## config.mk

```make
export PLATFORM = sky130hd
export DESIGN_NAME = irq_ctl_top
export DESIGN_NICKNAME = d
export VERILOG_FILES = /design/src/rtl/irq_ctl_pkg.sv /design/src/rtl/irq_w1c_cell.sv /design/src/rtl/irq_halt_cell.sv /design/src/rtl/irq_mask_reg.sv /design/src/rtl/irq_ctl_top.sv
export SDC_FILE = /design/constraint.sdc
export NUM_CORES = 1
export LEC_CHECK = 0
export BUFFER_PORTS_ARGS = -buffer_cell sky130_fd_sc_hd__buf_4
export CORE_MARGIN = 2
export CORE_UTILIZATION = 42
export CTS_CLUSTER_SIZE = 8
export DETAILED_ROUTE_END_ITERATION = 7
export HOLD_SLACK_MARGIN = 0.02
export PLACE_DENSITY = 0.83
export SLEW_MARGIN = 20
export SYNTH_ARGS = -nofsm -noshare
export SYNTH_HDL_FRONTEND = slang
export SYNTH_HIERARCHICAL = 1
export SYNTH_SLANG_ARGS = --single-unit
```

## constraint.sdc

```tcl
create_clock -name clk -period 0.84 [get_ports clk]
set_clock_uncertainty 0.15 [all_clocks]
set_input_delay 0.042 -clock clk [delete_from_list [all_inputs] [get_ports clk]]
set_output_delay 0.042 -clock clk [all_outputs]
set_load 0.02 [all_outputs]
```

## src/rtl/irq_ctl_pkg.sv

```systemverilog
package irq_ctl_pkg;

   // Event source positions inside the status register
   typedef enum int {
      EV_PKT_RX    = 0,
      EV_PKT_TX    = 1,
      EV_RX_ERR    = 2,
      EV_TX_ERR    = 3,
      EV_RING_WARN = 4,
      EV_TALLY_OVF = 5,
      EV_XFER_DONE = 6
   } ev_idx_e;

   localparam int IRQ_EV_DEFAULT  = 7;
   localparam int IRQ_ADDR_W_DEF  = 4;

   // Sticky bit update: a new event beats a clear in the same cycle
   function automatic logic w1c_next(input logic cur, input logic set, input logic clr);
      return set | (cur & ~clr);
   endfunction

   // Halt flag update: stop beats start in the same cycle
   function automatic logic halt_next(input logic cur, input logic stop, input logic start);
      return stop | (cur & ~start);
   endfunction

endpackage

```

## src/rtl/irq_w1c_cell.sv

```systemverilog
module irq_w1c_cell
   import irq_ctl_pkg::*;
(
   input  logic clk,
   input  logic rst_n,
   input  logic set_i,
   input  logic clr_i,
   output logic q_o
);

   logic q_r;

   always_ff @(posedge clk or negedge rst_n) begin
      if (!rst_n) q_r <= 1'b0;
      else        q_r <= w1c_next(q_r, set_i, clr_i);
   end

   assign q_o = q_r;

endmodule

```

## src/rtl/irq_halt_cell.sv

```systemverilog
module irq_halt_cell
   import irq_ctl_pkg::*;
(
   input  logic clk,
   input  logic rst_n,
   input  logic stop_i,
   input  logic start_i,
   input  logic ovf_i,
   output logic q_o
);

   logic halt_r;
   logic ovf_r;

   always_ff @(posedge clk or negedge rst_n) begin
      if (!rst_n) begin
         halt_r <= 1'b1;
         ovf_r  <= 1'b0;
      end else begin
         halt_r <= halt_next(halt_r, stop_i, start_i);
         ovf_r  <= ovf_i;
      end
   end

   assign q_o = halt_r | ovf_r;

endmodule

```

## src/rtl/irq_mask_reg.sv

```systemverilog
module irq_mask_reg #(
   parameter int          WIDTH   = 7,
   parameter logic [WIDTH-1:0] RST_VAL = '0
) (
   input  logic             clk,
   input  logic             rst_n,
   input  logic             we_i,
   input  logic [WIDTH-1:0] d_i,
   output logic [WIDTH-1:0] q_o
);

   logic [WIDTH-1:0] q_r;

   always_ff @(posedge clk or negedge rst_n) begin
      if (!rst_n)    q_r <= RST_VAL;
      else if (we_i) q_r <= d_i;
   end

   assign q_o = q_r;

endmodule

```

## src/rtl/irq_ctl_top.sv

```systemverilog
module irq_ctl_top
   import irq_ctl_pkg::*;
#(
   parameter int                N_EV      = IRQ_EV_DEFAULT,
   parameter int                ADDR_W    = IRQ_ADDR_W_DEF,
   parameter logic [ADDR_W-1:0] STAT_ADDR = 4'h7,
   parameter logic [ADDR_W-1:0] MASK_ADDR = 4'hF
) (
   input  logic              clk,
   input  logic              rst_n,
   input  logic [N_EV-1:0]   ev_pulse,
   input  logic              stop_cmd,
   input  logic              start_cmd,
   input  logic              ring_ovf,
   input  logic [ADDR_W-1:0] addr,
   input  logic              wr_en,
   input  logic [N_EV:0]     wdata,
   output logic [N_EV:0]     rdata,
   output logic              irq
);

   localparam int REG_W    = N_EV + 1;
   localparam int HALT_BIT = N_EV;

   // Elaboration-time parameter checks
   if (N_EV < 1 || N_EV > 31) begin : g_bad_nev
      $error("irq_ctl_top: N_EV must lie in 1..31");
   end
   if (ADDR_W < 1) begin : g_bad_aw
      $error("irq_ctl_top: ADDR_W must be at least 1");
   end
   if (STAT_ADDR == MASK_ADDR) begin : g_bad_map
      $error("irq_ctl_top: status and mask addresses must differ");
   end

   logic              stat_wr_hit;
   logic              mask_wr_hit;
   logic [N_EV-1:0]   ev_bits;
   logic              halt_bit;
   logic [REG_W-1:0]  stat_vec;
   logic [N_EV-1:0]   mask_vec;
   logic              wdata_top_unused;

   assign stat_wr_hit      = wr_en && (addr == STAT_ADDR);
   assign mask_wr_hit      = wr_en && (addr == MASK_ADDR);
   assign wdata_top_unused = wdata[HALT_BIT];

   // One sticky write-one-to-clear cell per event source
   for (genvar i = 0; i < N_EV; i++) begin : g_ev
      irq_w1c_cell u_cell (
         .clk   (clk),
         .rst_n (rst_n),
         .set_i (ev_pulse[i]),
         .clr_i (stat_wr_hit & wdata[i]),
         .q_o   (ev_bits[i])
      );
   end

   // Halt / overflow indicator, not writable
   irq_halt_cell u_halt (
      .clk     (clk),
      .rst_n   (rst_n),
      .stop_i  (stop_cmd),
      .start_i (start_cmd),
      .ovf_i   (ring_ovf),
      .q_o     (halt_bit)
   );

   irq_mask_reg #(
      .WIDTH   (N_EV),
      .RST_VAL ('0)
   ) u_mask (
      .clk   (clk),
      .rst_n (rst_n),
      .we_i  (mask_wr_hit),
      .d_i   (wdata[N_EV-1:0]),
      .q_o   (mask_vec)
   );

   assign stat_vec = {halt_bit, ev_bits};

   // Only event bits take part in the request
   assign irq = |(ev_bits & mask_vec);

   always_comb begin
      if (addr == STAT_ADDR)      rdata = stat_vec;
      else if (addr == MASK_ADDR) rdata = {1'b0, mask_vec};
      else                        rdata = '0;
   end

endmodule

```

==> flow_summary.yaml <==
run_status:
  run_status: "complete, but fails checks"
  violations: "negative hold slack, negative setup slack"
power:
  p_switching_mw: 0.601
  clock_power_share: 0.241
  seq_power_share: 0.428
  p_sw_frac: 0.275
  max-vdd-ir-drop_mv: 1.19
  power_frac_comb: 0.332
  power.internal_mw: 1.58
  p_leak_nw: 0.707
  power_density_nw_per_um2: 1410
drt:
  wire_per_inst_um: 14.3
  vias_per_cell: 4.78
  drt_iter0_markers: 18
  firstDrtPassIters: 4
  vias: 817
  drc: 0
  totalWireLength_um: 2450
  antenna_left: 0
min_path:
  hp-class: "input port to flop"
  min_path_cells: 2
  min-delay-start: "wdata[2]"
  hold_path_end: "u_mask/q_o[2]"
timing:
  worst_slew_pin_slew_ns: 0.355
  setup_viol: 22
  slew_violations: 0
  hold_viol_final: 14
  rsz0062_at_grt: "yes"
  period_share: 1.90
  maxSlewHeadroom: 0.764
  fmax_mhz: 626
  finalCriticalPeriod_ns: 1.60
  post-route-worst-setup-slack_ns: -0.758
  holdWs_ns: -0.165
global_routing:
  antenna_found_initial: 0
  globalRouteMet3Util: 0.0394
  grt_start_max_net_pins: 17
  grt_pass1_wl_um: 4080
  busiest_layer: "met2"
  grtUsageTotal: 0.221
  use_met2: 0.393
  gr-usage-met1: 0.267
  overflow: 0
  grt_pass1_vias: 885
synthesis:
  synth_cells: 80
  yosys_warnings: 6
  ys_types: 18
  ys_seq_elements: 16
  ys_seq_area_frac: 0.460
  synth_nets: 105
  avgSynthCellArea_um2: 10.9
  synth.cell_area_um2: 873
layout:
  antenna_cells: 0
  layout_common_cells: "37 x buf_4, 15 x inv_1, 15 x dfrtp_1, 15 x buf_6, 11 x dlygate4sd3_1"
  final_cell_count_no_fill: 171
  area.growth.synth_to_final_pct: 76.5
  n_fill_cell: 132
  nets: 170
  layout_commonest_cell: "buf_4"
  layout-drive-gt1-share: 0.576
setup_path:
  ff2ff_setup_slack_ns: -0.33
  reg2reg_to: "u_mask/q_o[5]"
  crit_required_ns: 0.65
  path_cells: "a222oi_1 > nand3_1 > buf_4"
  rr_worst_depth: 3
  cp_slowest_cell: "dfrtp_1"
  critical_path.endpoint_type: "output port"
  path_class: "flop to output port"
  worstPathArrival_ns: 1.41
  critPathTopFamily: "flip-flops"
  cp_max_fo: 2
  crit_path_start_kind: "flop"
  crit_buf_inv: 1
  max_stage_delay_ns: 0.41
  r2r_start: "u_mask/q_o[5]"
die:
  coreArea_um2: 1960
  start_util: 0.445
  die_area_um2: 2460
  ios: 34
  die_h_um: 49.6
  dieWidth_um: 49.6
  rows: 16
placed_design:
  dpl.cell_count: 151
  hpwl_um: 1590
  portBuffers: 32
  pre_cts_ws_ns: -0.372
  place_congestion: 0.771
clock_network:
  cts_max_level: 1
  clockBufferDepth: 2
  cts_tree: "done"
  hold_buffers: 11
  numCtsBuffers: 3
  cts_root_buffer: "clkbuf_4"
  path_clk_slew_ns: 0.10
  cts.sinks: 16
  clock_latency_ns: 0.29
flow_run:
  maxCapViolations: 0
## power by group through the flow
stage	sequential, mW	combinational (mW)	clock, mW
floorplan	0.925	0.297	0
global route	0.940	0.765	0.568
CTS	0.926	0.671	0.524
finish	0.933	0.723	0.525
global placement	0.927	0.526	0
detailed placement	0.939	0.540	0
## worst register-to-register path, cell delays in order, from the launching register on
cell and delay (ns):
dfrtp_1 0.41, buf_4 0.14, buf_6 0.11, mux2_4 0.26
## area by class of cell
| cell class | instances | area (um2) | area share |
|---|---|---|---|
| repair buffers | 63 | 557 | 0.361 |
| flip-flops and latches | 16 | 402 | 0.261 |
| inverters | 15 | 56.3 | 0.0365 |
| clock buffers | 4 | 36.3 | 0.0235 |
| well taps | 27 | 33.8 | 0.0219 |
| multi-input cells | 46 | 457 | 0.296 |
## cell usage after synthesis
| master | number | area share |
|---|---|---|
| mux2_4 | 7 | 0.12 |
| dfstp_2 | 1 | 0.030 |
| dfrtp_1 | 15 | 0.43 |
| nor2_1 | 8 | 0.034 |
| inv_1 | 15 | 0.064 |
| nand2b_4 | 1 | 0.016 |
| buf_6 | 3 | 0.039 |
| nor3_2 | 2 | 0.023 |
| nor3b_1 | 1 | 0.0086 |
| nand3_1 | 1 | 0.0057 |
| or2_1 | 1 | 0.0072 |
| nand3_2 | 1 | 0.011 |
| a222oi_1 | 1 | 0.011 |
| a21o_1 | 8 | 0.069 |
| a22oi_1 | 2 | 0.017 |
| nor3_1 | 5 | 0.029 |
| mux2i_1 | 7 | 0.080 |
| nand2_1 | 1 | 0.0043 |
## kinds of logic (layout without fill, tap and decap cells)
family / after synthesis / after routing / share of synthesized area
and+or+nand+nor: 21 / 21 / 0.139
buffers and inverters: 18 / 82 / 0.103
muxes: 14 / 14 / 0.201
AOI/OAI and AO/OA: 11 / 11 / 0.0974
DFF: 16 / 16 / 0.460
## through the flow
stage	area, um2	setup TNS (ns)	utilization	power [mW]
floorplan	936	-3.01	-	1.22
global placement	1290	-4.20	0.657	1.45
detailed placement	1290	-4.56	0.657	1.48
CTS	1510	-6.39	0.770	2.12
global route	1540	-7.46	0.786	2.27
finish	1540	-6.73	0.786	2.18
## how the worst max path moves through the flow
stage | to | start | slack, ns | depth (start not counted)
floorplan | irq | u_mask/q_o[5] | -0.27 | 2
global placement | irq | u_mask/q_o[5] | -0.37 | 3
detailed placement | irq | u_mask/q_o[5] | -0.37 | 3
CTS | irq | u_mask/q_o[5] | -0.70 | 3
global route | irq | g_ev[5].u_cell/q_o | -0.84 | 3
finish | irq | u_mask/q_o[5] | -0.76 | 3
## registers in the layout, summed over array words and instances (netlist names)
register / cells
g_ev.u_cell/q_o: 7
u_halt/ovf_r: 1
u_mask/q_o: 7
u_halt/halt_r: 1
## timing repair
item	CTS	global route
setup endpoints to repair	21	24
hold endpoints to repair	32	20
resized for setup	12	7
pin swaps	2	3
gates cloned	0	0
setup buffers	4	4
## per-layer routing
layer	share of wire	routed length [um]
met5	0	0
met4	0.0033	8
met3	0.030	74
met2	0.56	1360
met1	0.41	1010
No activity file was read; power rests on OpenSTA's default activity.
